<file path="src/rtl/strip_seq.sv">
module strip_seq #(
  parameter int MVL = 16,
  parameter int NW  = 16,
  localparam int LW = $clog2(MVL + 1)
) (
  input  logic          clk,
  input  logic          rst_n,
  input  logic          start,
  input  logic [NW-1:0] total,
  input  logic          chunk_ready,
  output logic          chunk_valid,
  output logic [NW-1:0] chunk_base,
  output logic [LW-1:0] chunk_len,
  output logic          done
);

  logic          busy;
  logic [NW-1:0] left;
  logic [NW-1:0] rem;
  logic [LW-1:0] first_len;
  logic          fire;

  assign rem         = total % NW'(MVL);
  assign first_len   = (rem == '0) ? LW'(MVL) : LW'(rem);
  assign fire        = busy & chunk_ready;
  assign chunk_valid = busy;

  always_ff @(posedge clk) begin
    if (!rst_n) begin
      busy       <= 1'b0;
      done       <= 1'b0;
      left       <= '0;
      chunk_base <= '0;
      chunk_len  <= '0;
    end else if (!busy && start) begin
      busy       <= (total != '0);
      done       <= (total == '0);
      left       <= total;
      chunk_base <= '0;
      chunk_len  <= first_len;
    end else if (fire) begin
      chunk_base <= chunk_base + NW'(chunk_len);
      left       <= left - NW'(chunk_len);
      chunk_len  <= LW'(MVL);
      if (left == NW'(chunk_len)) begin
        busy <= 1'b0;
        done <= 1'b1;
      end
    end
  end

  p_len_nonzero_r3: assert property (@(posedge clk) disable iff (!rst_n)
    chunk_valid |-> (chunk_len != '0 && chunk_len <= LW'(MVL)));

  p_hold_r6: assert property (@(posedge clk) disable iff (!rst_n)
    (chunk_valid && !chunk_ready) |=> (chunk_valid && $stable(chunk_base) && $stable(chunk_len)));

  p_step_r5: assert property (@(posedge clk) disable iff (!rst_n)
    (chunk_valid && chunk_ready) |=> (!chunk_valid || chunk_base == $past(chunk_base) + NW'($past(chunk_len))));

  p_full_after_r4: assert property (@(posedge clk) disable iff (!rst_n)
    (chunk_valid && chunk_ready) |=> (!chunk_valid || chunk_len == LW'(MVL)));

  p_done_excl_r8: assert property (@(posedge clk) disable iff (!rst_n)
    done |-> !chunk_valid);

  p_busy_start_r9: assert property (@(posedge clk) disable iff (!rst_n)
    (chunk_valid && !chunk_ready && start) |=> $stable(chunk_base));

endmodule

</file>
<file path="config.mk">
export PLATFORM = sky130hd
export DESIGN_NAME = strip_seq
export DESIGN_NICKNAME = d
export VERILOG_FILES = /design/src/rtl/strip_seq.sv
export SDC_FILE = /design/constraint.sdc
export NUM_CORES = 1
export LEC_CHECK = 0
export BUFFER_PORTS_ARGS = -buffer_cell sky130_fd_sc_hd__buf_4
export CORE_MARGIN = 8
export CORE_UTILIZATION = 55
export DETAILED_ROUTE_END_ITERATION = 16
export PLACE_DENSITY = 0.79
export SLEW_MARGIN = 5
export SYNTH_ARGS = -nofsm -noshare
export SYNTH_HDL_FRONTEND = slang
export SYNTH_SLANG_ARGS = --single-unit
</file>
<file path="constraint.sdc">
create_clock -name clk -period 6.68 [get_ports clk]
set_input_delay 0.334 -clock clk [delete_from_list [all_inputs] [get_ports clk]]
set_output_delay 0.334 -clock clk [all_outputs]
set_load 0.01 [all_outputs]
</file>
==> impl_results.md, run 1 <==
* Status: finished clean
* Async set-reset flop share out of synthesis at 0
* Netlist cell types at 49
* CTS Sinks at 39
* Required time of the critical path at 6890 ps
* Worst Setup Path Type: reg2reg
* Final instance area at 0.00266 mm2
* Non-Filler Instances at 356
* Area contributors post-synth: dfxtp_1, ha_1, nor2_1, xor2_1, a21oi_1
* Most frequent cells in the layout: buf_4, dfxtp_1, nor2_1, nand2_1, a21oi_1
* CP Launch Type: flip-flop
* Tmin final at 2480 ps
* CTS tree: done
* Worst hold slack at 316 ps
* Sequential-to-total area share from yosys stat at 0.356
* Peak Freq at 0.404 GHz
* Most common cell after layout, fill and taps aside: buf_4
* Fin nets at 337
* Routed wire length at 5.70 mm
* Detailed router's first-iteration violation count at 178
* Starting Density at 0.560
* Post-DP HPWL at 4.20 mm
* Clock slew at reported path FFs at 80 ps
* Leakage at 1.07 nW
* Root Driver: clkbuf_8
* Placement Cell Area at 0.00254 mm2
* Fraction of layout cells with a size suffix above 1 at 0.186
* Cells along the critical path: inv_1 -> ha_1 -> nor2b_1 -> o31ai_1 -> nand3_1 -> or4_2 -> a31oi_1
* I/O Pins at 43
* VDD IR-drop max at 0.000137 V
* Synthesis-stage register bit count at 39
* Layout area overhead at 21.2%
* Antenna cell count at 0
* CTS resizes at 0
* Area leader, netlist: dfxtp_1
* CTS buffer count at 5
* Avg Inst Size Synth at 8.27 um2
* Final hold violation count at 0
* Power Total at 0.602 mW
* Max Buffers Root-to-Sink at 2
* Max cap viols at 0
* Worst-Margin Slew at 1190 ps
* Largest net degree at the start of global routing at 20
* DRC errors left at 0
* Worst hold path class: in2reg
* Ys flop type: dfxtp_1
* Crit path DAT at 2690 ps
* Crit Path Max Fanout at 5
* Global-route wire length before repair at 9.38 mm
* Die Ht at 79.1 um
* Pwr Density at 227 mW/mm2
* Fin crit share at 0.371
* Setup Buffers After CTS at 0
* Final ANT Viol Nets at 0
* Row count at 23
* DIE WIDTH at 79.1 um
* Number of buffers added on ports at 42
* Vias per cell at 6.04
* Post-synthesis cell area at 0.00219 mm2
* Slew Viols, Final at 0
* Routed len/inst at 16.0 um
* Synthesized instance count at 265
* Worst skew pair latency at 290 ps
* Via count at 2,152
* Sum of negative setup slack at 0 ps
* Post-synth top area share at 0.356
* Inst Count DP at 348
* Final setup vio count at 0
* Slew HR at 0.203
* Initial antenna violation count at 0
* Fin Clk Skew at 5.67 ps
* Core area at 0.00391 mm2
* Global placement routability congestion at 0.858
* Initial DRT Pass Iterations at 4
* Post-Syn Nets at 297
* Max incr delay on CP at 560 ps
* Vias in the first global route at 1,966
* Overall routing resource usage at 0.183
* RSZ-0062 raised after global routing: no
* H-Tree Depth at 2
* Critical Path Slowest Stage Cell: or4_2
* CP Capture Type: flip-flop
* Die area at 0.00626 mm2
* Reg2Reg Setup Slack at 4200 ps
* Grt ovf at 0
* Synth Warn # at 0
* Post-synth EDFFs at 0
* Hold buffer count at cts at 0
-- per-stage QoR --
step / setup WS [ps] / utilization
6_report: 4200 / 0.679
3_5_place_dp: 4270 / 0.649
3_3_place_gp: 4330 / 0.649
5_1_grt: 4080 / 0.679
2_1_floorplan: 4440 / -
4_1_cts: 4260 / 0.679
-- power breakdown --
group | total (mW) | internal (mW) | switching, mW
logic | 0.139 | 0.0586 | 0.0800
clock network | 0.207 | 0.121 | 0.0856
registers | 0.257 | 0.245 | 0.0125
-- path summary, 6_finish.rpt --
kind | from | to | cells past startpoint
hold / removal | total[3] | chunk_len[3]$_SDFFE_PN0P_ | 3
setup reg to reg | chunk_len[1]$_SDFFE_PN0P_ | left[9]$_SDFFE_PN0P_ | 7
setup / recovery | chunk_len[1]$_SDFFE_PN0P_ | left[9]$_SDFFE_PN0P_ | 7
hold reg to reg | chunk_base[3]$_SDFFE_PP0P_ | chunk_base[3]$_SDFFE_PP0P_ | 2
-- per-layer routing --
metal / GRT usage / wire (um)
met1: 0.230 / 2550
met2: 0.296 / 2640
met3: 0.0485 / 408
met4: 0.0593 / 96
met5: 0 / 0
-- critical path, delay by kind of cell (launching register included) --
kind,cells,cell delay (ps)
and+or+nand+nor,3,900
AOI/OAI and AO/OA,2,630
DFF,1,430
adders and majority gates,1,320
buffers and inverters,1,110
-- kinds of logic after synthesis --
| family | count (synthesis) | share of synthesized area |
|---|---|---|
| AO/OA/AOI/OAI | 80 | 0.245 |
| adder cells (fa/ha/maj) | 12 | 0.0753 |
| flip-flops | 39 | 0.356 |
| XOR/XNOR | 15 | 0.0599 |
| AND/OR/NAND/NOR | 100 | 0.230 |
| buffers and inverters | 19 | 0.0331 |
-- flip-flops by register name (all words and copies together) (netlist names) --
signal       flops
chunk_len        5
chunk_valid      1
chunk_base      16
left            16
done             1
-- synthesized netlist by cell type (all sizes together) (4+ instances only) --
library cell / instances
a211oi: 5
a21oi: 19
a22oi: 7
clkbuf: 9
dfxtp: 39
ha: 10
inv: 8
nand2: 22
nand3: 6
nand4: 5
nor2: 32
nor2b: 5
nor3: 7
nor4: 6
o211ai: 5
o21a: 4
o21ai: 14
o31a: 5
xor2: 13
-- layout make-up --
class	instances	area (um2)
clock buffers	6	82.6
clock inverters	2	35.0
fillers	344	1260
inverters	9	33.8
multi-input cells	207	1340
flip-flops and latches	39	781
well taps	50	62.6
repair buffers	43	323
Note: power is estimated with default switching activity, not from simulation.
==> run 2: changes to the inputs <==
- ABC_AREA: not set -> 1
- PLACE_DENSITY: 0.79 -> 0.77
- clock period: 6.68 -> 2.34 ns (I/O delays scaled with it)
==> run 2 against run 1 <==
Routed wire length is 14% higher; global-route usage is 0.12 points higher; synthesized cell count is 43% higher; critical path type unchanged; highest routed layer unchanged; worst setup slack worse by 3700 ps; die area is 12% higher; flip-flop and latch count stayed put; critical path depth is 1 higher; area after synthesis is 15% higher.
==> impl_results.md, run 2 <==
* Initial DRT Pass Iterations at 4 (unchanged)
* Vias per cell at 5.39 (-11%)
* Die Ht at 83.8 um (+6.0%)
* Regs by FF count: chunk_base x16, left x16, chunk_len x5
* Ys flop type: dfxtp_1
* Non-Filler Instances at 475 (+33%)
* Via count at 2,561 (+19%)
* DRC errors left at 0 (unchanged)
* CP Capture Type: flip-flop
* Area contributors post-synth: dfxtp_1, nand2_1, inv_1, nand3_1, a21oi_1
* Cell family with most CP delay: adder cells
* Sum of negative setup slack at 0 ps (unchanged)
* Starting Density at 0.577 (+0.0172)
* Slew HR at 0.622 (+0.419)
* VDD IR-drop max at 0.000344 V (+150%)
* Worst skew pair latency at 300 ps (about the same)
* Avg Inst Size Synth at 6.66 um2 (-19%)
* Peak Freq at 0.539 GHz (+33%)
* Global-route wire length before repair at 10.9 mm (+16%)
* CTS buffer count at 5 (unchanged)
* Fin nets at 454 (+35%)
* Fin Clk Skew at 6.15 ps (+0.475 ps)
* Post-Syn Nets at 412 (+39%)
* Fillcell total at 402 (+17%)
* Most common cell in the netlist: nand2_1
* Buffers plus inverters on the worst setup path at 2 (+1)
* CP Launch Type: flip-flop
* Vias in the first global route at 2,405 (+22%)
* CTS Sinks at 39 (unchanged)
* Detailed router's first-iteration violation count at 209 (+17%)
* Tmin final at 1860 ps (-620 ps)
* Worst hold path class: in2reg
* Post-DP HPWL at 4.79 mm (+14%)
* Reg2Reg Setup Slack at 480 ps (-3720 ps)
* Crit Path Max Fanout at 10 (+5)
* Clock slew at reported path FFs at 80 ps (about the same)
* Routed len/inst at 13.7 um (-14%)
* Leakage at 1.41 nW (+31%)
* Final instance area at 0.00299 mm2 (+12%)
* Max cap viols at 0 (unchanged)
* Number of buffers added on ports at 42 (unchanged)
* Area leader, netlist: dfxtp_1
* Overall routing resource usage at 0.184 (+0.00120)
* CTS tree: done
* Worst-Margin Slew at 562 ps (-629 ps)
* Initial antenna violation count at 0 (unchanged)
* Most common cell after layout, fill and taps aside: nand2_1
* Final setup vio count at 0 (unchanged)
* Row count at 24 (+4.3%)
* Post-synthesis cell area at 0.00253 mm2 (+15%)
* Power Total at 1.80 mW (+200%)
* Sequential-to-total area share from yosys stat at 0.308 (-0.0477)
* Fraction of layout cells with a size suffix above 1 at 0.170 (-0.0161)
* Status: finished clean
* Top cell by count, worst path: inv_1
* Worst Setup Path Type: reg2reg
* Most frequent cells in the layout: nand2_1, inv_1, buf_4, dfxtp_1, nand3_1
* Slew Viols, Final at 0 (unchanged)
* Die area at 0.00703 mm2 (+12%)
* Post-synth EDFFs at 0 (unchanged)
* Inst Count DP at 467 (+34%)
* Synthesis-stage register bit count at 39 (unchanged)
* Global placement routability congestion at 0.886 (+3.2%)
* Max Buffers Root-to-Sink at 2 (unchanged)
* Final Core Density at 0.681 (+0.00251)
* Required time of the critical path at 2570 ps (-4320 ps)
* Hold buffer count at cts at 0 (unchanged)
* Largest net degree at the start of global routing at 33 (+65%)
* Crit path DAT at 2090 ps (-600 ps)
* RSZ-0062 raised after global routing: no
* Top cell types by occurrence after synthesis: nand2_1, inv_1, dfxtp_1
* Pwr Density at 601 mW/mm2 (+170%)
* DIE WIDTH at 83.8 um (+6.0%)
* Core area at 0.00438 mm2 (+12%)
* Post-synth top area share at 0.308 (-0.0477)
* Async set-reset flop share out of synthesis at 0 (unchanged)
* Max incr delay on CP at 440 ps (-120 ps)
* H-Tree Depth at 2 (unchanged)
* Antenna cell count at 0 (unchanged)
* Setup Buffers After CTS at 0 (unchanged)
* Critical Path Slowest Stage Cell: fa_1
* CTS resizes at 0 (unchanged)
* I/O Pins at 43 (unchanged)
* Layout area overhead at 18.0%
* Final ANT Viol Nets at 0 (unchanged)
* Netlist cell types at 37 (-24%)
* Cells along the critical path: ha_1 -> inv_1 -> fa_1 -> o21ai_2 -> nand3_1 -> nand2_1 -> inv_1 -> nor2_1
* Placement Cell Area at 0.00287 mm2 (+13%)
* Grt ovf at 0 (unchanged)
* Synthesized instance count at 380 (+43%)
* Fin crit share at 0.794 (+0.423)
* Routed wire length at 6.52 mm (+14%)
* Root Driver: clkbuf_8
* Synth Warn # at 0 (unchanged)
* Final hold violation count at 0 (unchanged)
-- run 2: cell count changes after synthesis, sizes merged, moves of 5 or more --
| cell | before | now |
|---|---|---|
| inv | 8 | 63 |
| nand4 | 5 | 11 |
| nand3b | 0 | 5 |
| xor2 | 13 | 1 |
| nor2b | 5 | 0 |
| buf | 1 | 7 |
| nand3 | 6 | 36 |
| clkbuf | 9 | 0 |
| a21oi | 19 | 27 |
| nor2 | 32 | 37 |
| a22oi | 7 | 0 |
| a211oi | 5 | 0 |
| nand2 | 22 | 97 |
| o31a | 5 | 0 |
-- run 2: layout make-up --
class | count | area [um2] | share of cell area
tap | 52 | 65.1 | 0.0218
timing repair buffer | 42 | 315 | 0.106
sequential | 39 | 781 | 0.261
clock inverter | 2 | 35.0 | 0.0117
clock buffer | 6 | 82.6 | 0.0276
inverter | 63 | 244 | 0.0817
multi-input combinational | 271 | 1460 | 0.490
-- run 2: worst paths after layout --
path                                      end                         from  cells past startpoint
setup / recovery  chunk_base[10]$_SDFFE_PP0P_    chunk_len[0]$_SDFFE_PN0P_                      8
setup reg to reg  chunk_base[10]$_SDFFE_PP0P_    chunk_len[0]$_SDFFE_PN0P_                      8
hold / removal           left[9]$_SDFFE_PN0P_                        rst_n                      3
hold reg to reg   chunk_base[15]$_SDFFE_PP0P_  chunk_base[15]$_SDFFE_PP0P_                      2
-- run 2: cell families after synthesis --
family                   count (synthesis)  synth area share
AO/OA/AOI/OAI                           57             0.130
XOR/XNOR                                 2           0.00692
adder cells (fa/ha/maj)                 12            0.0653
buffers and inverters                   70             0.113
flip-flops                              39             0.308
AND/OR/NAND/NOR                        200             0.377
-- run 2: power breakdown --
group	internal [mW]	switching, mW	total, mW
logic	0.171	0.298	0.469
registers	0.700	0.0330	0.733
clock network	0.345	0.249	0.594
-- run 2: through the flow --
| step | hold WS [ps] | setup WS [ps] |
|---|---|---|
| after global placement | 361 | 522 |
| after detailed placement | 371 | 487 |
| after CTS | 61.1 | 470 |
| final | 72.5 | 483 |
| after floorplan | 215 | 641 |
| after global routing | 74.4 | 282 |
-- run 2: layer usage --
metal / up-vias / track usage / wire [um]
met5: - / 0 / 0
met4: 0 / 0.0565 / 57
met3: 8 / 0.0537 / 453
met2: 81 / 0.304 / 2990
met1: 1145 / 0.223 / 3010
li1: 1327 / - / -
-- run 2: worst min-delay path, stage by stage --
cell	delay, ps
buf_4	130
nand2_1	60
inv_1	50
==> run 3: changes to the inputs <==
- CORE_UTILIZATION: 55 -> 51
- PLACE_DENSITY: 0.77 -> 0.75
- clock period: 2.34 -> 1.5 ns (I/O delays scaled with it)
==> run 3 against run 2 <==
The flow now finishes with violations (setup timing); global-route usage grew 2.8 points; fmax grew 12%; utilization grew 11 points; routed wire length grew 29%; sequential share of layout area shrank 4.9 points; flip-flop and latch count is the same; critical endpoint is now left[4]$_SDFFE_PN0P_.
==> impl_results.md, run 3 (synthesis results as in run 2) <==
* I/O Pins at 43 (unchanged)
* Slew HR at 0.726 (+0.104)
* Hold buffer count at cts at 0 (unchanged)
* Slew Viols, Final at 0 (unchanged)
* Failing checks: setup timing
* Pwr Density at 871 mW/mm2 (+45%)
* H-Tree Depth at 2 (unchanged)
* Routed len/inst at 15.8 um (+15%)
* Layout area overhead at 48.9%
* RSZ-0062 raised after global routing: yes
* Most frequent cells in the layout: nand2_1, buf_4, inv_1, dfxtp_1, nor2_1
* Overall routing resource usage at 0.212 (+0.0276)
* Worst skew pair latency at 300 ps (about the same)
* Starting Density at 0.532 (-0.0450)
* Worst setup margin at -164 ps (-647 ps)
* DIE WIDTH at 86.5 um (+3.1%)
* Core area at 0.00475 mm2 (+8.4%)
* Die Ht at 86.5 um (+3.1%)
* Global placement routability congestion at 0.906 (+2.3%)
* Fin nets at 496 (+9.3%)
* Initial DRT Pass Iterations at 7 (+3)
* CP Launch Type: flip-flop
* Worst-Margin Slew at 408 ps (-154 ps)
* Worst hold path class: in2reg
* CTS buffer count at 5 (unchanged)
* Post-DP HPWL at 5.49 mm (+15%)
* Vias in the first global route at 2,805 (+17%)
* Tmin final at 1660 ps (-193 ps)
* Final hold violation count at 0 (unchanged)
* Initial antenna violation count at 0 (unchanged)
* Placement Cell Area at 0.00324 mm2 (+13%)
* Row count at 25 (+4.2%)
* Fin crit share at 1.11 (+0.316)
* Via count at 2,917 (+14%)
* Global-route wire length before repair at 12.8 mm (+17%)
* Peak Freq at 0.601 GHz (+12%)
* Status: finished, violations left
* Grt ovf at 0 (unchanged)
* Largest net degree at the start of global routing at 19 (-42%)
* Final ANT Viol Nets at 0 (unchanged)
* Crit Path Max Fanout at 3 (-7)
* Antenna cell count at 0 (unchanged)
* DP Worst Slack at -164 ps (-651 ps)
* Sum of negative setup slack at -1800 ps (-1800 ps)
* Max cap viols at 0 (unchanged)
* Number of buffers added on ports at 42 (unchanged)
* Routed wire length at 8.39 mm (+29%)
* Crit path DAT at 1850 ps (-240 ps)
* Leakage at 1.67 nW (+18%)
* VDD IR-drop max at 0.000583 V (+69%)
* Non-Filler Instances at 532 (+12%)
* Most common cell after layout, fill and taps aside: nand2_1
* Regs by FF count: chunk_base x16, left x16, chunk_len x5
* Max Buffers Root-to-Sink at 2 (unchanged)
* Clock slew at reported path FFs at 80 ps (about the same)
* Final setup vio count at 21 (+21)
* Root Driver: clkbuf_8
* CTS tree: done
* Fraction of layout cells with a size suffix above 1 at 0.415 (+0.245)
* Inst Count DP at 513 (+9.9%)
* Die area at 0.00747 mm2 (+6.3%)
* CP Capture Type: flip-flop
* CTS Sinks at 39 (unchanged)
* Fin Clk Skew at 4.62 ps (-1.52 ps)
* Vias per cell at 5.48 (+1.7%)
* Required time of the critical path at 1690 ps (-880 ps)
* DRC errors left at 0 (unchanged)
* Final instance area at 0.00377 mm2 (+26%)
* Detailed router's first-iteration violation count at 177 (-15%)
* Worst Setup Path Type: reg2reg
==> run 3: metrics by stage <==
step | hold slack [ps] | power, mW | utilization
2_1_floorplan | 173 | 1.75 | -
3_3_place_gp | 323 | 2.03 | 0.681
3_5_place_dp | 323 | 2.05 | 0.681
4_1_cts | 11.4 | 3.08 | 0.746
5_1_grt | 47.0 | 3.43 | 0.793
6_report | 10.1 | 3.28 | 0.793
==> run 3: power breakdown <==
group          total, mW  switching, mW  internal [mW]
combinational       1.17          0.665          0.503
clock              0.959          0.420          0.539
sequential          1.16         0.0658           1.09
==> run 3: critical path: stages (launching register included) <==
cell	delay, ps
dfxtp_4	380
ha_4	160
fa_2	370
o21ai_4	220
buf_4	170
a21oi_2	50
o21ai_1	100
a31oi_1	90
==> run 3: what timing repair did <==
item	CTS	global route
gates resized for setup	35	53
pin swaps	21	45
gates cloned	1	0
endpoints found under the setup margin	28	31
buffers inserted	6	4
==> run 3: cell type report <==
| type | instances | area [um2] |
|---|---|---|
| clock buffers | 6 | 82.6 |
| flip-flops and latches | 39 | 802 |
| fillers | 340 | 986 |
| well taps | 67 | 83.8 |
| clock inverters | 2 | 35.0 |
| multi-input cells | 272 | 1860 |
| repair buffers | 83 | 653 |
| inverters | 63 | 251 |
==> run 3: path summary, 6_finish.rpt <==
path	start	endpoint	slack, ps	cells after the start
worst max-delay path	chunk_len[0]$_SDFFE_PN0P_	left[4]$_SDFFE_PN0P_	-160	7
worst max register to register	chunk_len[0]$_SDFFE_PN0P_	left[4]$_SDFFE_PN0P_	-160	7
worst min register to register	chunk_base[15]$_SDFFE_PP0P_	chunk_base[15]$_SDFFE_PP0P_	470	2
worst min-delay path	rst_n	left[9]$_SDFFE_PN0P_	10	3
==> run 3: per-layer routing <==
| metal | GRT usage | vias up | wire length (um) |
|---|---|---|---|
| li1 | - | 1407 | - |
| met5 | 0 | - | 0 |
| met4 | 0.0751 | 0 | 194 |
| met3 | 0.0473 | 26 | 581 |
| met2 | 0.380 | 133 | 4340 |
| met1 | 0.238 | 1351 | 3270 |
